[src/rtl/bus_addr_guard_pkg.sv]
package bus_addr_guard_pkg;

    typedef enum logic [2:0] {
        K_FETCH  = 3'd0,
        K_DREAD  = 3'd1,
        K_DWRITE = 3'd2,
        K_STACK  = 3'd3,
        K_VECTOR = 3'd4
    } acc_kind_e;

    typedef enum logic [1:0] {
        SZ_BYTE = 2'd0,
        SZ_WORD = 2'd1,
        SZ_LONG = 2'd2
    } acc_size_e;

    typedef enum logic [3:0] {
        C_NONE         = 4'd0,
        C_FETCH_ODD    = 4'd1,
        C_FETCH_PERIPH = 4'd2,
        C_EXT_SINGLE   = 4'd3,
        C_PERIPH_LONG  = 4'd4,
        C_STACK_MIS    = 4'd5,
        C_VBR_MIS      = 4'd6,
        C_LONG_MIS     = 4'd7,
        C_WORD_ODD     = 4'd8
    } fault_cause_e;

    typedef struct packed {
        logic periph;
        logic periph8;
        logic ext;
    } region_hit_t;

    localparam int unsigned NUM_REGIONS = 3;

    function automatic logic in_window(input logic [31:0] a,
                                       input logic [31:0] lo,
                                       input logic [31:0] hi);
        return (a >= lo) && (a <= hi);
    endfunction

endpackage

[src/rtl/bag_region_decode.sv]
module bag_region_decode
    import bus_addr_guard_pkg::*;
#(
    parameter logic [31:0] PERIPH_LO  = 32'hFFFF_8000,
    parameter logic [31:0] PERIPH_HI  = 32'hFFFF_FFFF,
    parameter logic [31:0] PERIPH8_LO = 32'hFFFF_8000,
    parameter logic [31:0] PERIPH8_HI = 32'hFFFF_83FF,
    parameter logic [31:0] EXT_LO     = 32'h0040_0000,
    parameter logic [31:0] EXT_HI     = 32'h03FF_FFFF
) (
    input  logic [31:0] addr_i,
    output region_hit_t hit_o
);
    localparam logic [31:0] LO_TAB [NUM_REGIONS] = '{PERIPH_LO, PERIPH8_LO, EXT_LO};
    localparam logic [31:0] HI_TAB [NUM_REGIONS] = '{PERIPH_HI, PERIPH8_HI, EXT_HI};

    logic [NUM_REGIONS-1:0] hits;

    for (genvar g = 0; g < NUM_REGIONS; g++) begin : g_win
        assign hits[g] = in_window(addr_i, LO_TAB[g], HI_TAB[g]);
    end

    assign hit_o.periph  = hits[0];
    assign hit_o.periph8 = hits[1];
    assign hit_o.ext     = hits[2];
endmodule

[src/rtl/bag_rule_eval.sv]
module bag_rule_eval
    import bus_addr_guard_pkg::*;
(
    input  logic         clk,
    input  logic         rst,
    input  logic         valid_i,
    input  logic [31:0]  addr_i,
    input  acc_kind_e    kind_i,
    input  acc_size_e    size_i,
    input  logic         single_chip_i,
    input  logic [31:0]  vbr_i,
    input  region_hit_t  hit_i,
    output fault_cause_e cause_o
);
    logic is_fetch, is_data, vbr_bad, lo2_bad;

    assign is_fetch = (kind_i == K_FETCH);
    assign is_data  = (kind_i == K_DREAD) || (kind_i == K_DWRITE);
    assign vbr_bad  = (vbr_i & 32'h3) != 32'h0;
    assign lo2_bad  = addr_i[1:0] != 2'b00;

    always_comb begin
        cause_o = C_NONE;
        if (!valid_i)                                          cause_o = C_NONE;
        else if (is_fetch && addr_i[0])                        cause_o = C_FETCH_ODD;
        else if (is_fetch && hit_i.periph)                     cause_o = C_FETCH_PERIPH;
        else if (single_chip_i && hit_i.ext)                   cause_o = C_EXT_SINGLE;
        else if (!is_fetch && size_i == SZ_LONG && hit_i.periph8) cause_o = C_PERIPH_LONG;
        else if (kind_i == K_STACK && lo2_bad)                 cause_o = C_STACK_MIS;
        else if (kind_i == K_VECTOR && vbr_bad)                cause_o = C_VBR_MIS;
        else if (is_data && size_i == SZ_LONG && lo2_bad)      cause_o = C_LONG_MIS;
        else if (is_data && size_i == SZ_WORD && addr_i[0])    cause_o = C_WORD_ODD;
    end

    assert_fetch_odd_R1: assert property (@(posedge clk) disable iff (rst)
        (valid_i && kind_i == K_FETCH && addr_i[0]) |-> cause_o == C_FETCH_ODD);

    assert_ext_free_R3: assert property (@(posedge clk) disable iff (rst)
        (!single_chip_i) |-> cause_o != C_EXT_SINGLE);

    assert_byte_no_align_R8: assert property (@(posedge clk) disable iff (rst)
        (valid_i && size_i == SZ_BYTE) |-> (cause_o != C_LONG_MIS && cause_o != C_WORD_ODD));

    assert_periph_long_R4: assert property (@(posedge clk) disable iff (rst)
        (valid_i && kind_i != K_FETCH && size_i == SZ_LONG && hit_i.periph8
         && !(single_chip_i && hit_i.ext)) |-> cause_o == C_PERIPH_LONG);
endmodule

[src/rtl/bag_fault_latch.sv]
module bag_fault_latch
    import bus_addr_guard_pkg::*;
(
    input  logic         clk,
    input  logic         rst,
    input  logic         err_i,
    input  fault_cause_e cause_i,
    input  logic [31:0]  addr_i,
    input  logic         clr_i,
    output fault_cause_e cause_q,
    output logic [31:0]  addr_q
);
    logic held;
    assign held = (cause_q != C_NONE);

    always_ff @(posedge clk) begin
        if (rst) begin
            cause_q <= C_NONE;
            addr_q  <= '0;
        end else if (clr_i) begin
            cause_q <= err_i ? cause_i : C_NONE;
            addr_q  <= err_i ? addr_i  : '0;
        end else if (err_i && !held) begin
            cause_q <= cause_i;
            addr_q  <= addr_i;
        end
    end

    assert_hold_R11: assert property (@(posedge clk) disable iff (rst)
        (held && !clr_i) |=> ($stable(cause_q) && $stable(addr_q)));

    assert_capture_R11: assert property (@(posedge clk) disable iff (rst)
        (err_i && (!held || clr_i)) |=> (cause_q == $past(cause_i) && addr_q == $past(addr_i)));
endmodule

[src/rtl/bus_addr_guard.sv]
module bus_addr_guard
    import bus_addr_guard_pkg::*;
#(
    parameter logic [31:0] PERIPH_LO  = 32'hFFFF_8000,
    parameter logic [31:0] PERIPH_HI  = 32'hFFFF_FFFF,
    parameter logic [31:0] PERIPH8_LO = 32'hFFFF_8000,
    parameter logic [31:0] PERIPH8_HI = 32'hFFFF_83FF,
    parameter logic [31:0] EXT_LO     = 32'h0040_0000,
    parameter logic [31:0] EXT_HI     = 32'h03FF_FFFF
) (
    input  logic        clk,
    input  logic        rst,
    input  logic        req_valid_i,
    input  logic [31:0] req_addr_i,
    input  logic [2:0]  req_kind_i,
    input  logic [1:0]  req_size_i,
    input  logic        single_chip_i,
    input  logic [31:0] vbr_i,
    input  logic        fault_clr_i,
    output logic        bus_req_o,
    output logic        err_o,
    output logic [3:0]  err_cause_o,
    output logic [31:0] fault_addr_o,
    output logic [3:0]  fault_cause_o
);
    region_hit_t  hit;
    fault_cause_e cause, held_cause;

    bag_region_decode #(
        .PERIPH_LO(PERIPH_LO), .PERIPH_HI(PERIPH_HI),
        .PERIPH8_LO(PERIPH8_LO), .PERIPH8_HI(PERIPH8_HI),
        .EXT_LO(EXT_LO), .EXT_HI(EXT_HI)
    ) u_dec (
        .addr_i (req_addr_i),
        .hit_o  (hit)
    );

    bag_rule_eval u_rules (
        .clk           (clk),
        .rst           (rst),
        .valid_i       (req_valid_i),
        .addr_i        (req_addr_i),
        .kind_i        (acc_kind_e'(req_kind_i)),
        .size_i        (acc_size_e'(req_size_i)),
        .single_chip_i (single_chip_i),
        .vbr_i         (vbr_i),
        .hit_i         (hit),
        .cause_o       (cause)
    );

    assign err_o       = req_valid_i && (cause != C_NONE);
    assign bus_req_o   = req_valid_i && !err_o;
    assign err_cause_o = cause;

    bag_fault_latch u_latch (
        .clk     (clk),
        .rst     (rst),
        .err_i   (err_o),
        .cause_i (cause),
        .addr_i  (req_addr_i),
        .clr_i   (fault_clr_i),
        .cause_q (held_cause),
        .addr_q  (fault_addr_o)
    );

    assign fault_cause_o = held_cause;

    assert_blocked_R10: assert property (@(posedge clk) disable iff (rst)
        err_o |-> !bus_req_o);

    assert_idle_quiet_R10: assert property (@(posedge clk) disable iff (rst)
        !req_valid_i |-> (!err_o && !bus_req_o));
endmodule

[config.mk]
export PLATFORM = sky130hd
export DESIGN_NAME = bus_addr_guard
export DESIGN_NICKNAME = d
export VERILOG_FILES = /design/src/rtl/bus_addr_guard_pkg.sv /design/src/rtl/bag_region_decode.sv /design/src/rtl/bag_rule_eval.sv /design/src/rtl/bag_fault_latch.sv /design/src/rtl/bus_addr_guard.sv
export SDC_FILE = /design/constraint.sdc
export NUM_CORES = 1
export LEC_CHECK = 0
export BUFFER_PORTS_ARGS = -buffer_cell sky130_fd_sc_hd__buf_2
export CAP_MARGIN = 20
export CORE_UTILIZATION = 42
export CTS_BUF_LIST = sky130_fd_sc_hd__clkbuf_4 sky130_fd_sc_hd__clkbuf_8 sky130_fd_sc_hd__clkbuf_16
export DETAILED_ROUTE_END_ITERATION = 6
export PLACE_DENSITY = 0.82
export REMOVE_ABC_BUFFERS = 1
export SETUP_SLACK_MARGIN = 0.5
export SYNTH_ARGS = -nofsm -noshare
export SYNTH_HDL_FRONTEND = slang
export SYNTH_SLANG_ARGS = --single-unit
export TNS_END_PERCENT = 1
[constraint.sdc]
create_clock -name clk -period 7.5 [get_ports clk]
set_clock_uncertainty 0.15 [all_clocks]
set_input_delay 1.125 -clock clk [delete_from_list [all_inputs] [get_ports clk]]
set_output_delay 1.125 -clock clk [all_outputs]
set_load 0.1 [all_outputs]
## After elaboration in Yosys (flattened, before gate mapping)

Cells that the tools add are included.

| operators by class | value |
|---|---|
| multiplexer cells | 15 |
| magnitude comparators | 5 |
| reductions and logical operators | 27 |
| equality and inequality tests | 6 |

Operators by type and width:

| operator | count |
|---|---|
| two-way mux 32 bit | 3 |
| <= comparator 32 bit (second input constant) | 2 |
| two-way mux 4 bit | 12 |
| greater-or-equal comparator 32 x 23 -> 1 bit (second input constant) | 1 |
| greater-or-equal comparator 32 bit (second input constant) | 1 |
| <= comparator 32 x 26 -> 1 bit (second input constant) | 1 |
| nonzero test 32 bit | 1 |
| logical AND 1 bit | 17 |
| nonzero test 4 bit | 2 |
| == test 3 x 2 -> 1 bit (second input constant) | 2 |
| nonzero test 2 bit | 2 |
| == test 3 x 1 -> 1 bit (second input constant) | 1 |
| == test 3 bit (second input constant) | 1 |
| logical NOT 1 bit | 3 |
| logical NOT 3 bit | 1 |
| == test 2 x 1 -> 1 bit (second input constant) | 1 |
| == test 2 bit (second input constant) | 1 |
| logical OR 1 bit | 1 |

| word-level totals | value |
|---|---|
| input port bits | 74 |
| logic and storage cells | 55 |
| output and inout bits | 42 |
| flip-flop bits (word level) | 36 |

## Longest topological paths before layout

Gate-level depths: netlist of the first run.

| logic depth | value |
|---|---|
| word-level depth | 18 |
| depth in mapped cells | 7 |
| mapped depth without buffers | 6 |

## Modules after synthesis

A second synthesis of the first run with hierarchy kept.

| unflattened totals | value |
|---|---|
| cell total of the unflattened synthesis | 242 |
| area total of the unflattened synthesis | 2139.6 um^2 |

By module, submodules not included:

| module | area an instance (um^2) | times used | cells each | sequential area each (um^2) |
|---|---|---|---|---|
| bag_fault_latch | 1845.5 | 1 | 195 | 720.7 |
| bag_rule_eval | 188.9 | 1 | 31 | 0.0 |
| bag_region_decode | 80.1 | 1 | 13 | 0.0 |
| bus_addr_guard | 25.0 | 1 | 3 | 0.0 |

## Least setup slack after synthesis of the first run

No wires, ideal clock.

| path | value |
|---|---|
| kind | input-to-output |
| start | input port req_addr_i[25] |
| end | output port err_o |
| setup slack | 494 ps |
| arrival | 5731 ps |
| buffers on the path | 0 |
| data required time | 6225 ps |
| stages | 5 |
| path through | nor4_1 nor3_1 nor4_1 a211oi_2 nand2_1 |

| between the ends | value |
|---|---|
| longest elaborated chain between the ends | 10 |
| elaborated cells between the ends (all ways) | 18 |
| classes of those cells | 5 x order compare; 5 x mux; 8 x reduce/logical |

RTL lines:

| what | RTL line | source |
|---|---|---|
| start: declaration | bus_addr_guard.sv:14 | `input logic [31:0] req_addr_i,` |
| greater-or-equal comparator 32 bit / <= comparator 32 bit (equally long branches) | bus_addr_guard_pkg.sv:40 | `return (a >= lo) && (a <= hi);` |
| logical AND 1 bit | bus_addr_guard_pkg.sv:40 |  |
| logical AND 1 bit | bag_rule_eval.sv:28 | `else if (!is_fetch && size_i == SZ_LONG && hit_i.periph8) cause_o = C_PERIPH_LONG;` |
| two-way mux 4 bit | bag_rule_eval.sv:28 |  |
| two-way mux 4 bit | bag_rule_eval.sv:27 | `else if (single_chip_i && hit_i.ext) cause_o = C_EXT_SINGLE;` |
| two-way mux 4 bit * | bag_rule_eval.sv:26 | `else if (is_fetch && hit_i.periph) cause_o = C_FETCH_PERIPH;` |
| two-way mux 4 bit * | bag_rule_eval.sv:25 | `else if (is_fetch && addr_i[0]) cause_o = C_FETCH_ODD;` |
| two-way mux 4 bit * | bag_rule_eval.sv:24 | `if (!valid_i) cause_o = C_NONE;` |
| net err_cause_o[3] | bus_addr_guard.sv:22 | `output logic [3:0] err_cause_o,` |
| nonzero test 4 bit * | bus_addr_guard.sv:51 | `assign err_o = req_valid_i && (cause != C_NONE);` |
| logical AND 1 bit * | bus_addr_guard.sv:51 |  |
| end: declaration | bus_addr_guard.sv:21 | `output logic err_o,` |

Mark *: on every way through the listed nets, which the timed path passes. The rest lies on a longest branch.

## Worst setup path in the final report of the first run

| path | value |
|---|---|
| start | input port req_addr_i[11] |
| end | output port bus_req_o |

| between the ends | value |
|---|---|
| longest elaborated chain between the ends | 12 |
| elaborated cells between the ends (all ways) | 20 |
| classes of those cells | 5 x order compare; 5 x mux; 10 x reduce/logical |

RTL lines:

| what | RTL line | source |
|---|---|---|
| greater-or-equal comparator 32 bit / <= comparator 32 bit (equally long branches) | bus_addr_guard_pkg.sv:40 |  |
| logical AND 1 bit | bus_addr_guard_pkg.sv:40 |  |
| logical AND 1 bit | bag_rule_eval.sv:28 |  |
| two-way mux 4 bit | bag_rule_eval.sv:28 |  |
| two-way mux 4 bit | bag_rule_eval.sv:27 |  |
| two-way mux 4 bit * | bag_rule_eval.sv:26 |  |
| two-way mux 4 bit * | bag_rule_eval.sv:25 |  |
| two-way mux 4 bit * | bag_rule_eval.sv:24 |  |
| nonzero test 4 bit * | bus_addr_guard.sv:51 |  |
| logical AND 1 bit * | bus_addr_guard.sv:51 |  |
| logical NOT 1 bit * | bus_addr_guard.sv:52 | `assign bus_req_o = req_valid_i && !err_o;` |
| logical AND 1 bit * | bus_addr_guard.sv:52 |  |
| end: declaration | bus_addr_guard.sv:20 | `output logic bus_req_o,` |

Mark *: on every way between the ends. The rest lies on a longest branch, timed or not.

==> results of run 1 <==
power groups by stage:
| stage | registers, uW | clock network (uW) | logic [uW] |
|---|---|---|---|
| finish | 207 | 132 | 147 |
| global route | 208 | 148 | 154 |
| CTS | 207 | 137 | 147 |
| detailed placement | 211 | 0 | 147 |
| global placement | 210 | 0 | 146 |
| floorplan | 285 | 0 | 40.0 |
worst max-delay path: cells and delay by family:
| kind | cells | cell delay [ps] |
|---|---|---|
| buf+inv | 2 | 510 |
| simple gates | 4 | 1290 |
| compound gates | 1 | 470 |
metrics by stage:
stage / setup slack [ps] / total power (uW) / instances
2_1_floorplan: 494 / 325 / 129
3_3_place_gp: 2800 / 357 / 261
3_5_place_dp: 2790 / 358 / 261
4_1_cts: 2780 / 491 / 269
5_1_grt: 2630 / 510 / 269
6_report: 2810 / 485 / 269
synth_stat cells:
| cell | number |
|---|---|
| or4b_1 | 1 |
| nor2_1 | 14 |
| a31o_4 | 1 |
| a22o_1 | 28 |
| a211oi_2 | 1 |
| a211oi_1 | 1 |
| or4_1 | 1 |
| a22oi_1 | 3 |
| nand4_1 | 4 |
| and3_2 | 1 |
| a31o_2 | 2 |
| nor3_1 | 3 |
| dfxtp_1 | 36 |
| or3_1 | 1 |
| xnor2_1 | 1 |
| a21o_1 | 1 |
| a31oi_1 | 1 |
| and2_1 | 2 |
| o21ai_0 | 2 |
| nand4b_1 | 1 |
| buf_6 | 6 |
| and3_1 | 2 |
| nand2b_1 | 1 |
| a211oi_4 | 1 |
| a22o_2 | 4 |
| o32a_1 | 1 |
| or2_2 | 1 |
| nand2_1 | 3 |
| or2b_2 | 1 |
| o21a_1 | 1 |
| a21oi_1 | 2 |
| a21o_2 | 1 |
| nor4_1 | 4 |
| inv_1 | 2 |
cell type report:
type                            count  area (um^2)  share of cell area [%]
Clock buffer                        5         37.5                    1.91
Clock inverter                      3         42.5                    2.16
Inverter                            2         7.51                   0.382
Multi-Input combinational cell     91          667                    33.9
Sequential cell                    36          721                    36.7
Tap cell                           46         57.6                    2.93
Timing Repair Buffer               86          433                    22.0
routing by layer:
layer	track usage, %	wire, um
met2	29.7	1510
met5	0	0
met3	5.88	317
met4	8.77	16
met1	24.4	1680
state kept, by name, summed over array words and instances, names as in the netlist:
register,cells
u_latch.addr_q,32
u_latch.cause_q,4
logic make-up after synthesis:
group | Yosys count | share of synthesized area (%)
AOI/OAI and AO/OA | 50 | 30.3
and+or+nand+nor | 40 | 14.7
DFF | 36 | 49.3
buffers and inverters | 8 | 5.13
xor gates and xnor gates | 1 | 0.599
worst max path at each step:
| stage | startpoint | cells past startpoint | slack [ps] | endpoint |
|---|---|---|---|---|
| finish | req_addr_i[11] | 7 | 2810 | bus_req_o |
| global route | req_addr_i[11] | 7 | 2630 | bus_req_o |
| CTS | req_addr_i[29] | 7 | 2780 | bus_req_o |
| detailed placement | req_addr_i[29] | 7 | 2790 | bus_req_o |
| global placement | req_addr_i[29] | 7 | 2800 | bus_req_o |
| floorplan | req_addr_i[25] | 5 | 490 | err_o |
==> impl_results.html, run 1 <==
<table>
<tr><th>Metric</th><th>Value</th></tr>
<tr><th colspan="2">Status</th></tr>
<tr><td>Outcome</td><td>finished clean</td></tr>
<tr><th colspan="2">Clock network</th></tr>
<tr><td>Number of setup buffers added after CTS</td><td>0</td></tr>
<tr><td>Maximum number of buffers from clock root to sink</td><td>2</td></tr>
<tr><td>TritonCTS clock tree</td><td>done</td></tr>
<tr><td>Clock slew at the register clock pins of the worst setup and hold paths</td><td>110 ps</td></tr>
<tr><td>Clock root buffer</td><td>clkbuf_4</td></tr>
<tr><td>Max H-tree Level</td><td>2</td></tr>
<tr><td>Worst skew pair latency</td><td>320 ps</td></tr>
<tr><td>TritonCTS Buffers</td><td>5</td></tr>
<tr><td>Sinks on Clock Net</td><td>36</td></tr>
<tr><td>Count of hold buffers inserted by post-cts repair</td><td>0</td></tr>
<tr><td>Count of instances resized after the clock tree is built</td><td>0</td></tr>
<tr><th colspan="2">Synthesis</th></tr>
<tr><td>Cell type with the largest total area after synthesis</td><td>dfxtp_1</td></tr>
<tr><td>Count of cell types in the netlist</td><td>34</td></tr>
<tr><td>Leading post-synthesis cells by cell area</td><td>dfxtp_1 49%, a22o_1 17%, buf_6 4.6%</td></tr>
<tr><td>Yosys warning total</td><td>0</td></tr>
<tr><td>Summed instance area of the synthesized netlist</td><td>1460 um^2</td></tr>
<tr><td>Flip-flop and latch count after synthesis</td><td>36</td></tr>
<tr><td>Post-synth top area share</td><td>49.3%</td></tr>
<tr><td>Portion of the post-synthesis area used by sequential elements</td><td>49.3%</td></tr>
<tr><td>Syn Area/Cell</td><td>10.8 um^2</td></tr>
<tr><td>Gate count after technology mapping</td><td>135</td></tr>
<tr><th colspan="2">Route</th></tr>
<tr><td>Initial detailed-routing violation count</td><td>113</td></tr>
<tr><td>DRC violations left</td><td>0</td></tr>
<tr><td>Via density</td><td>5.24</td></tr>
<tr><td>Vias</td><td>1410</td></tr>
<tr><td>Wire length per cell after detailed routing</td><td>13.1 um</td></tr>
<tr><td>Drt pass-1 iters</td><td>4</td></tr>
<tr><td>Antenna-violating nets left</td><td>0</td></tr>
<tr><td>Total detailed-routing wirelength</td><td>3530 um</td></tr>
<tr><th colspan="2">Finish</th></tr>
<tr><td>ANT cells</td><td>0</td></tr>
<tr><td>Leading cell type in the layout, fill and taps excluded</td><td>buf_2</td></tr>
<tr><td>Core Util, Final</td><td>58.9%</td></tr>
<tr><td>Share of post-route cells with drive strength above 1</td><td>48.0%</td></tr>
<tr><td>Final Net Count</td><td>296</td></tr>
<tr><td>Top library cells by usage in the layout, fill and taps aside</td><td>85 x buf_2, 36 x dfxtp_1, 28 x a22o_1, 14 x nor2_1, 5 x clkbuf_4</td></tr>
<tr><td>Design area</td><td>1970 um^2</td></tr>
<tr><td>Fill count</td><td>310</td></tr>
<tr><td>Relative area change from synthesis to final layout</td><td>34.4%</td></tr>
<tr><th colspan="2">Power</th></tr>
<tr><td>Switching power</td><td>184 uW</td></tr>
<tr><td>Proportion of total power due to net switching</td><td>38.0%</td></tr>
<tr><td>Leak Pwr</td><td>0.000981 uW</td></tr>
<tr><td>Clock Power Share</td><td>27.2%</td></tr>
<tr><td>Internal Pwr Total</td><td>301 uW</td></tr>
<tr><td>Share of total power in sequential cells</td><td>42.6%</td></tr>
<tr><td>Power density relative to cell area</td><td>247 nW/um^2</td></tr>
<tr><td>Peak supply drop</td><td>0.114 mV</td></tr>
<tr><td>Fraction of power consumed by combinational cells</td><td>30.2%</td></tr>
<tr><th colspan="2">STA</th></tr>
<tr><td>Tightest slew margin relative to the limit</td><td>61.5%</td></tr>
<tr><td>Final Hold Slack</td><td>334 ps</td></tr>
<tr><td>Final count of pins violating max slew</td><td>0</td></tr>
<tr><td>Timing-limited maximum frequency</td><td>0.213 GHz</td></tr>
<tr><td>Transition time of the tightest slew-check pin</td><td>572 ps</td></tr>
<tr><td>Setup-failing EPs final</td><td>0</td></tr>
<tr><td>Final worst-path cycle share</td><td>62.5%</td></tr>
<tr><td>TNS Setup</td><td>0 ps</td></tr>
<tr><td>Final hold vios</td><td>0</td></tr>
<tr><td>Unrepaired setup endpoints after global routing</td><td>false</td></tr>
<tr><td>Fin crit period</td><td>4690 ps</td></tr>
<tr><th colspan="2">Setup path</th></tr>
<tr><td>Worst path max stage delay</td><td>530 ps</td></tr>
<tr><td>Logic depth of the worst register-to-register path</td><td>5</td></tr>
<tr><td>Critical Path Slowest Stage Cell</td><td>or4_1</td></tr>
<tr><td>Register-to-register path setup slack</td><td>5680 ps</td></tr>
<tr><td>Top cell by count, worst path</td><td>buf_2</td></tr>
<tr><td>Critical setup path kind</td><td>in2out</td></tr>
<tr><td>Arrival @ worst endpoint</td><td>3410 ps</td></tr>
<tr><td>Kind of start point of the critical path</td><td>input pin</td></tr>
<tr><td>Type of destination of the critical path</td><td>output pin</td></tr>
<tr><td>Capture point of the worst reg-to-reg path</td><td>u_latch.addr_q[12]</td></tr>
<tr><td>CP max FO</td><td>5</td></tr>
<tr><td>Origin of the critical flop-to-flop path</td><td>u_latch.cause_q[3]</td></tr>
<tr><td>Cell Chain, Critical Path</td><td>buf_2, or4_1, nor4_1, nand4_1, a211oi_2, and3_2, buf_2</td></tr>
<tr><td>Worst path required time</td><td>6220 ps</td></tr>
<tr><th colspan="2">Global routing</th></tr>
<tr><td>Overall global routing resource usage</td><td>19.1%</td></tr>
<tr><td>Gr ovfl total</td><td>0</td></tr>
<tr><td>Wire length of the first global-routing pass</td><td>5180 um</td></tr>
<tr><td>Pin count of the biggest net entering global routing</td><td>33</td></tr>
<tr><td>Number of global-route vias before repair</td><td>1194</td></tr>
<tr><td>Number of antenna violations at the first check in global routing</td><td>0</td></tr>
<tr><th colspan="2">Floorplanning</th></tr>
<tr><td>Ports placed on the boundary</td><td>116</td></tr>
<tr><td>Die Area</td><td>3720 um^2</td></tr>
<tr><td>Core area</td><td>3340 um^2</td></tr>
<tr><td>Cell row count</td><td>21</td></tr>
<tr><td>Die Span Y</td><td>61.0 um</td></tr>
<tr><td>Initial standard-cell utilization of the core</td><td>43.8%</td></tr>
<tr><td>Die width</td><td>61.0 um</td></tr>
<tr><th colspan="2">Flow run</th></tr>
<tr><td>Number of max-cap violations</td><td>0</td></tr>
<tr><th colspan="2">Min path</th></tr>
<tr><td>Min-delay src</td><td>u_latch.addr_q[15]</td></tr>
<tr><td>Classification of the worst-slack hold path</td><td>reg2reg</td></tr>
<tr><td>Worst hold path endpoint</td><td>u_latch.addr_q[15]</td></tr>
<tr><td>Depth of the worst hold-timing path</td><td>1</td></tr>
<tr><th colspan="2">Placed design</th></tr>
<tr><td>Detailed-placement wirelength estimate</td><td>2600 um</td></tr>
<tr><td>Final weighted congestion in routability-driven placement</td><td>0.769</td></tr>
<tr><td>IO buf count</td><td>85</td></tr>
<tr><td>Placement Cell Area</td><td>1890 um^2</td></tr>
</table>
(Power assumes the default switching activity.)
==> run 2: changes to the inputs <==
--- a/config.mk
+++ b/config.mk
@@ -7,10 +7,10 @@
 export LEC_CHECK = 0
 export BUFFER_PORTS_ARGS = -buffer_cell sky130_fd_sc_hd__buf_2
 export CAP_MARGIN = 20
-export CORE_UTILIZATION = 42
+export CORE_UTILIZATION = 35
 export CTS_BUF_LIST = sky130_fd_sc_hd__clkbuf_4 sky130_fd_sc_hd__clkbuf_8 sky130_fd_sc_hd__clkbuf_16
 export DETAILED_ROUTE_END_ITERATION = 6
-export PLACE_DENSITY = 0.82
+export PLACE_DENSITY = 0.73
 export REMOVE_ABC_BUFFERS = 1
 export SETUP_SLACK_MARGIN = 0.5
 export SYNTH_ARGS = -nofsm -noshare
==> constraint.sdc (replaced) <==
create_clock -name clk -period 4.2 [get_ports clk]
set_clock_uncertainty 0.15 [all_clocks]
set_input_delay 0.63 -clock clk [delete_from_list [all_inputs] [get_ports clk]]
set_output_delay 0.63 -clock clk [all_outputs]
set_load 0.1 [all_outputs]
==> impl_results.html, run 2 (synthesized netlist as in run 1, its figures left out) <==
<table>
<tr><th>Metric</th><th>Value</th></tr>
<tr><th colspan="2">Status</th></tr>
<tr><td>Outcome</td><td>finished clean</td></tr>
<tr><th colspan="2">Finish</th></tr>
<tr><td>Flip-flop count of the largest register after layout</td><td>32</td></tr>
<tr><td>Number of standard cells in the layout, taps in and fillers out</td><td>274</td></tr>
<tr><td>Register with the most flip-flops</td><td>u_latch.addr_q</td></tr>
<tr><td>Leading cell type in the layout, fill and taps excluded</td><td>buf_2</td></tr>
<tr><td>Core Util, Final</td><td>50.5%</td></tr>
<tr><td>ANT cells</td><td>0</td></tr>
<tr><td>Final Net Count</td><td>297</td></tr>
<tr><td>Top library cells by usage in the layout, fill and taps aside</td><td>84 x buf_2, 36 x dfxtp_1, 28 x a22o_1, 14 x nor2_1, 5 x clkbuf_8</td></tr>
<tr><td>Share of post-route cells with drive strength above 1</td><td>48.2%</td></tr>
<tr><td>Leading registers by flop count</td><td>u_latch.addr_q: 32 flops, u_latch.cause_q: 4 flops</td></tr>
<tr><td>Relative area change from synthesis to final layout</td><td>38.1%</td></tr>
<tr><th colspan="2">Floorplanning</th></tr>
<tr><td>Initial standard-cell utilization of the core</td><td>36.6%</td></tr>
<tr><td>Cell row count</td><td>23</td></tr>
<tr><td>Die Area</td><td>4440 um^2</td></tr>
<tr><td>Die width</td><td>66.6 um</td></tr>
<tr><td>Core area</td><td>4000 um^2</td></tr>
<tr><td>Die Span Y</td><td>66.6 um</td></tr>
<tr><td>Ports placed on the boundary</td><td>116</td></tr>
<tr><th colspan="2">Clock network</th></tr>
<tr><td>TritonCTS clock tree</td><td>done</td></tr>
<tr><td>Max H-tree Level</td><td>2</td></tr>
<tr><td>TritonCTS Buffers</td><td>5</td></tr>
<tr><td>Count of hold buffers inserted by post-cts repair</td><td>0</td></tr>
<tr><td>Sinks on Clock Net</td><td>36</td></tr>
<tr><td>Worst skew pair latency</td><td>280 ps</td></tr>
<tr><td>Number of setup buffers added after CTS</td><td>0</td></tr>
<tr><td>Clock slew at the register clock pins of the worst setup and hold paths</td><td>70 ps</td></tr>
<tr><td>Maximum number of buffers from clock root to sink</td><td>2</td></tr>
<tr><td>Clock root buffer</td><td>clkbuf_8</td></tr>
<tr><th colspan="2">Min path</th></tr>
<tr><td>Classification of the worst-slack hold path</td><td>reg2reg</td></tr>
<tr><th colspan="2">Global routing</th></tr>
<tr><td>Met2 Use GR</td><td>23.4%</td></tr>
<tr><td>Most heavily used metal layer in global routing</td><td>met2</td></tr>
<tr><td>Pin count of the biggest net entering global routing</td><td>33</td></tr>
<tr><td>Met1 Usage GRT</td><td>22.7%</td></tr>
<tr><td>Number of antenna violations at the first check in global routing</td><td>0</td></tr>
<tr><td>Number of global-route vias before repair</td><td>1207</td></tr>
<tr><td>Wire length of the first global-routing pass</td><td>5430 um</td></tr>
<tr><td>Gr ovfl total</td><td>0</td></tr>
<tr><td>Overall global routing resource usage</td><td>16.5%</td></tr>
<tr><td>Met3 Resource Use GR</td><td>5.99%</td></tr>
<tr><th colspan="2">Setup path</th></tr>
<tr><td>Critical setup path kind</td><td>in2out</td></tr>
<tr><td>Worst path max stage delay</td><td>530 ps</td></tr>
<tr><td>Cell Chain, Critical Path</td><td>buf_2, or4_1, nor4_1, nand4_1, a211oi_1, buf_2</td></tr>
<tr><td>Register-to-register path setup slack</td><td>2280 ps</td></tr>
<tr><td>Kind of start point of the critical path</td><td>input pin</td></tr>
<tr><td>Critical Path Slowest Stage Cell</td><td>or4_1</td></tr>
<tr><td>Worst path required time</td><td>3420 ps</td></tr>
<tr><td>Type of destination of the critical path</td><td>output pin</td></tr>
<tr><td>CP max FO</td><td>5</td></tr>
<tr><td>Top cell by count, worst path</td><td>buf_2</td></tr>
<tr><td>Arrival @ worst endpoint</td><td>2760 ps</td></tr>
<tr><th colspan="2">Route</th></tr>
<tr><td>Wire length per cell after detailed routing</td><td>13.3 um</td></tr>
<tr><td>Total detailed-routing wirelength</td><td>3640 um</td></tr>
<tr><td>Via density</td><td>5.16</td></tr>
<tr><td>Drt pass-1 iters</td><td>5</td></tr>
<tr><td>DRC violations left</td><td>0</td></tr>
<tr><td>Vias</td><td>1415</td></tr>
<tr><td>Initial detailed-routing violation count</td><td>94</td></tr>
<tr><td>Antenna-violating nets left</td><td>0</td></tr>
<tr><th colspan="2">Placed design</th></tr>
<tr><td>IO buf count</td><td>85</td></tr>
<tr><td>Total placed cells including tap cells</td><td>266</td></tr>
<tr><td>Detailed-placement wirelength estimate</td><td>2650 um</td></tr>
<tr><td>Final weighted congestion in routability-driven placement</td><td>0.725</td></tr>
<tr><th colspan="2">STA</th></tr>
<tr><td>Tightest slew margin relative to the limit</td><td>46.9%</td></tr>
<tr><td>Final hold vios</td><td>0</td></tr>
<tr><td>Timing-limited maximum frequency</td><td>0.282 GHz</td></tr>
<tr><td>Setup-failing EPs final</td><td>0</td></tr>
<tr><td>Final Hold Slack</td><td>328 ps</td></tr>
<tr><td>Unrepaired setup endpoints after global routing</td><td>false</td></tr>
<tr><td>Final worst-path cycle share</td><td>84.3%</td></tr>
<tr><td>Transition time of the tightest slew-check pin</td><td>789 ps</td></tr>
<tr><td>Final count of pins violating max slew</td><td>0</td></tr>
<tr><td>Fin crit period</td><td>3540 ps</td></tr>
<tr><th colspan="2">Power</th></tr>
<tr><td>Proportion of total power due to net switching</td><td>36.1%</td></tr>
<tr><td>Switching power</td><td>337 uW</td></tr>
<tr><td>Power density relative to cell area</td><td>463 nW/um^2</td></tr>
<tr><td>Share of total power in sequential cells</td><td>39.5%</td></tr>
<tr><td>Leak Pwr</td><td>0.00101 uW</td></tr>
<tr><td>Internal Pwr Total</td><td>598 uW</td></tr>
<tr><td>Fraction of power consumed by combinational cells</td><td>28.4%</td></tr>
<tr><td>Clock Power Share</td><td>32.2%</td></tr>
<tr><td>Peak supply drop</td><td>0.210 mV</td></tr>
<tr><th colspan="2">Flow run</th></tr>
<tr><td>Number of max-cap violations</td><td>0</td></tr>
</table>
-- run 2: cell type report --
cell class,count,area (um^2)
inverter,2,7.51
fill,382,1980
sequential,36,721
tap,50,62.6
clock inverter,2,35.0
clock buffer,6,76.3
multi-input combinational,91,674
timing repair buffer,87,443
-- run 2: worst max-delay path, delay by kind of cell --
kind | cells | cell delay, ps
and+or+nand+nor | 3 | 1100
buffers and inverters | 2 | 600
AOI/OAI and AO/OA | 1 | 430
-- run 2: layer usage --
layer  vias to the layer above  routed length, um  part of all wire [%]
met2                        67               1440                    39
met5                         -                  0                     0
met1                       645               1860                    51
met3                         4                310                   8.5
met4                         0                 25                  0.69
li1                        699                  -                     -
-- run 2: worst paths after layout --
kind	cells after the start	startpoint	end
max	6	req_addr_i[11]	err_cause_o[2]
min	1	u_latch.addr_q[5]	u_latch.addr_q[5]
max reg2reg	5	u_latch.cause_q[3]	u_latch.addr_q[7]
min reg2reg	1	u_latch.addr_q[5]	u_latch.addr_q[5]
-- run 2: power by group through the flow --
stage / clock, uW / combinational, uW / sequential, uW
after floorplan: 0 / 71.4 / 508
after global placement: 0 / 263 / 376
after detailed placement: 0 / 264 / 376
after CTS: 309 / 266 / 369
after global routing: 325 / 277 / 371
final: 301 / 265 / 369
-- run 2: repair_timing --
item,in CTS,in global routing
resized for setup,1,1
setup endpoints to repair,1,1
pin swaps,0,1
-- run 2: per-stage QoR --
step	setup WS [ps]	TNS (ps)	total power (uW)	instance area, um^2
after floorplan	-1820	-53350	579	1400
after global placement	471	0	639	1900
after detailed placement	488	0	640	1900
after CTS	601	0	943	2010
after global routing	528	0	973	2020
final	660	0	935	2020
==> run 3: changes to the inputs <==
--- a/config.mk
+++ b/config.mk
@@ -7,10 +7,10 @@
 export LEC_CHECK = 0
 export BUFFER_PORTS_ARGS = -buffer_cell sky130_fd_sc_hd__buf_2
 export CAP_MARGIN = 20
-export CORE_UTILIZATION = 35
+export CORE_UTILIZATION = 39
 export CTS_BUF_LIST = sky130_fd_sc_hd__clkbuf_4 sky130_fd_sc_hd__clkbuf_8 sky130_fd_sc_hd__clkbuf_16
 export DETAILED_ROUTE_END_ITERATION = 6
-export PLACE_DENSITY = 0.73
+export PLACE_DENSITY = 0.77
 export REMOVE_ABC_BUFFERS = 1
 export SETUP_SLACK_MARGIN = 0.5
 export SYNTH_ARGS = -nofsm -noshare
==> constraint.sdc (replaced) <==
create_clock -name clk -period 3.7 [get_ports clk]
set_clock_uncertainty 0.15 [all_clocks]
set_input_delay 0.555 -clock clk [delete_from_list [all_inputs] [get_ports clk]]
set_output_delay 0.555 -clock clk [all_outputs]
set_load 0.1 [all_outputs]
==> impl_results.html, run 3 (synthesized netlist as in run 1, its figures left out) <==
<table>
<tr><th>Metric</th><th>Value</th></tr>
<tr><th colspan="2">Placed design</th></tr>
<tr><td>Total placed cells including tap cells</td><td>263</td></tr>
<tr><td>IO buf count</td><td>85</td></tr>
<tr><td>Placement Cell Area</td><td>1920 um^2</td></tr>
<tr><td>Final weighted congestion in routability-driven placement</td><td>0.772</td></tr>
<tr><td>Detailed-placement wirelength estimate</td><td>2800 um</td></tr>
<tr><th colspan="2">Power</th></tr>
<tr><td>Clock Power Share</td><td>33.6%</td></tr>
<tr><td>Proportion of total power due to net switching</td><td>34.7%</td></tr>
<tr><td>Switching power</td><td>379 uW</td></tr>
<tr><td>Power density relative to cell area</td><td>533 nW/um^2</td></tr>
<tr><td>Share of total power in sequential cells</td><td>38.4%</td></tr>
<tr><td>Leak Pwr</td><td>0.00102 uW</td></tr>
<tr><td>Peak supply drop</td><td>0.190 mV</td></tr>
<tr><td>Internal Pwr Total</td><td>712 uW</td></tr>
<tr><td>Fraction of power consumed by combinational cells</td><td>27.9%</td></tr>
<tr><th colspan="2">Setup path</th></tr>
<tr><td>Arrival @ worst endpoint</td><td>2480 ps</td></tr>
<tr><td>Worst path max stage delay</td><td>520 ps</td></tr>
<tr><td>Number of buffers and inverters on the critical path</td><td>2</td></tr>
<tr><td>Type of destination of the critical path</td><td>output pin</td></tr>
<tr><td>Cell Chain, Critical Path</td><td>buf_2, or4_1, nor4_1, nand4_1, a211oi_1, buf_4</td></tr>
<tr><td>Worst path required time</td><td>2990 ps</td></tr>
<tr><td>Kind of start point of the critical path</td><td>input pin</td></tr>
<tr><td>Critical setup path kind</td><td>in2out</td></tr>
<tr><td>CP max FO</td><td>5</td></tr>
<tr><td>Family of cells with the greatest summed delay on the critical path</td><td>simple AND/OR/NAND/NOR gates</td></tr>
<tr><td>Critical Path Slowest Stage Cell</td><td>or4_1</td></tr>
<tr><th colspan="2">Global routing</th></tr>
<tr><td>Number of antenna violations at the first check in global routing</td><td>0</td></tr>
<tr><td>Wire length of the first global-routing pass</td><td>6080 um</td></tr>
<tr><td>Pin count of the biggest net entering global routing</td><td>33</td></tr>
<tr><td>Number of global-route vias before repair</td><td>1335</td></tr>
<tr><td>Overall global routing resource usage</td><td>19.5%</td></tr>
<tr><td>Gr ovfl total</td><td>0</td></tr>
<tr><th colspan="2">Finish</th></tr>
<tr><td>ANT cells</td><td>0</td></tr>
<tr><td>Number of standard cells in the layout, taps in and fillers out</td><td>271</td></tr>
<tr><td>Design area</td><td>2050 um^2</td></tr>
<tr><td>Share of post-route cells with drive strength above 1</td><td>48.4%</td></tr>
<tr><td>Leading registers by flop count</td><td>u_latch.addr_q: 32 flops, u_latch.cause_q: 4 flops</td></tr>
<tr><td>Relative area change from synthesis to final layout</td><td>39.9%</td></tr>
<tr><td>Register with the most flip-flops</td><td>u_latch.addr_q</td></tr>
<tr><td>Core Util, Final</td><td>59.0%</td></tr>
<tr><td>Flip-flop count of the largest register after layout</td><td>32</td></tr>
<tr><td>Top library cells by usage in the layout, fill and taps aside</td><td>82 x buf_2, 36 x dfxtp_1, 28 x a22o_1, 14 x nor2_1, 7 x clkbuf_8</td></tr>
<tr><td>Leading cell type in the layout, fill and taps excluded</td><td>buf_2</td></tr>
<tr><td>Final Net Count</td><td>298</td></tr>
<tr><th colspan="2">STA</th></tr>
<tr><td>TNS Setup</td><td>0 ps</td></tr>
<tr><td>Fin crit period</td><td>3180 ps</td></tr>
<tr><td>Setup-failing EPs final</td><td>0</td></tr>
<tr><td>Final Hold Slack</td><td>323 ps</td></tr>
<tr><td>Unrepaired setup endpoints after global routing</td><td>true</td></tr>
<tr><td>Final worst-path cycle share</td><td>85.9%</td></tr>
<tr><td>Final hold vios</td><td>0</td></tr>
<tr><td>Tightest slew margin relative to the limit</td><td>60.8%</td></tr>
<tr><td>Timing-limited maximum frequency</td><td>0.314 GHz</td></tr>
<tr><td>Transition time of the tightest slew-check pin</td><td>582 ps</td></tr>
<tr><td>Final count of pins violating max slew</td><td>0</td></tr>
<tr><th colspan="2">Clock network</th></tr>
<tr><td>Max H-tree Level</td><td>2</td></tr>
<tr><td>Maximum number of buffers from clock root to sink</td><td>2</td></tr>
<tr><td>Clock slew at the register clock pins of the worst setup and hold paths</td><td>70 ps</td></tr>
<tr><td>TritonCTS clock tree</td><td>done</td></tr>
<tr><td>TritonCTS Buffers</td><td>5</td></tr>
<tr><td>Worst skew pair latency</td><td>280 ps</td></tr>
<tr><td>Count of hold buffers inserted by post-cts repair</td><td>0</td></tr>
<tr><td>Sinks on Clock Net</td><td>36</td></tr>
<tr><td>Clock root buffer</td><td>clkbuf_8</td></tr>
<tr><th colspan="2">Min path</th></tr>
<tr><td>Classification of the worst-slack hold path</td><td>reg2reg</td></tr>
<tr><th colspan="2">Floorplanning</th></tr>
<tr><td>Cell row count</td><td>21</td></tr>
<tr><td>Die Span Y</td><td>63.2 um</td></tr>
<tr><td>Die Area</td><td>4000 um^2</td></tr>
<tr><td>Initial standard-cell utilization of the core</td><td>42.2%</td></tr>
<tr><td>Ports placed on the boundary</td><td>116</td></tr>
<tr><td>Core area</td><td>3470 um^2</td></tr>
<tr><td>Die width</td><td>63.2 um</td></tr>
<tr><th colspan="2">Status</th></tr>
<tr><td>Outcome</td><td>finished clean</td></tr>
<tr><th colspan="2">Route</th></tr>
<tr><td>Via density</td><td>5.31</td></tr>
<tr><td>Wire length per cell after detailed routing</td><td>13.8 um</td></tr>
<tr><td>Initial detailed-routing violation count</td><td>64</td></tr>
<tr><td>Antenna-violating nets left</td><td>0</td></tr>
<tr><td>Vias</td><td>1438</td></tr>
<tr><td>Drt pass-1 iters</td><td>6</td></tr>
<tr><td>Total detailed-routing wirelength</td><td>3730 um</td></tr>
<tr><td>DRC violations left</td><td>0</td></tr>
<tr><th colspan="2">Flow run</th></tr>
<tr><td>Number of max-cap violations</td><td>0</td></tr>
</table>
==> run 3: cell count changes in the layout (fill, tap and decap cells not counted) <==
cell,change
a211oi_4,-1
buf_12,+1
clkbuf_8,+2
buf_2,-2
clkinv_2,-1
buf_4,+1
a211oi_2,+1
==> run 3: what timing repair did <==
action,CTS,global route
setup endpoints to repair,2,3
pin swaps,0,1
setup buffers,0,0
gates resized for setup,1,1
==> run 3: final timing paths <==
kind	cells past startpoint	slack, ps	from	end
hold / removal	1	320	u_latch.addr_q[10]	u_latch.addr_q[10]
hold reg to reg	1	320	u_latch.addr_q[10]	u_latch.addr_q[10]
setup reg to reg	5	1870	u_latch.cause_q[3]	u_latch.addr_q[13]
setup / recovery	6	520	req_addr_i[11]	err_cause_o[2]
==> run 3: power by group through the flow <==
stage / logic [uW] / clock network [uW] / registers (uW)
floorplan: 81.1 / 0 / 577
global placement: 303 / 0 / 426
detailed placement: 304 / 0 / 428
CTS: 305 / 374 / 419
global route: 317 / 396 / 421
finish: 305 / 367 / 419
==> run 3: layout make-up <==
cell class | count | area, um^2
clock buffers | 7 | 96.3
clock inverters | 1 | 30.0
fillers | 330 | 1420
inverters | 2 | 7.51
multi-input cells | 91 | 667
flip-flops and latches | 36 | 721
well taps | 46 | 57.6
repair buffers | 88 | 468
==> run 3: metrics by stage <==
stage / setup WS, ps / total power (uW)
5_1_grt: 428 / 1130
3_5_place_dp: 409 / 731
4_1_cts: 481 / 1100
3_3_place_gp: 397 / 729
2_1_floorplan: -2170 / 658
6_report: 520 / 1090
==> run 3: layer usage <==
layer  vias up  share of wire [%]  global-route usage (%)
met5         -                  0                       0
met4         0                1.6                    6.82
met3         6                6.5                    4.53
met2        66                 46                    33.5
met1       664                 46                    23.7
li1        702                  -                       -
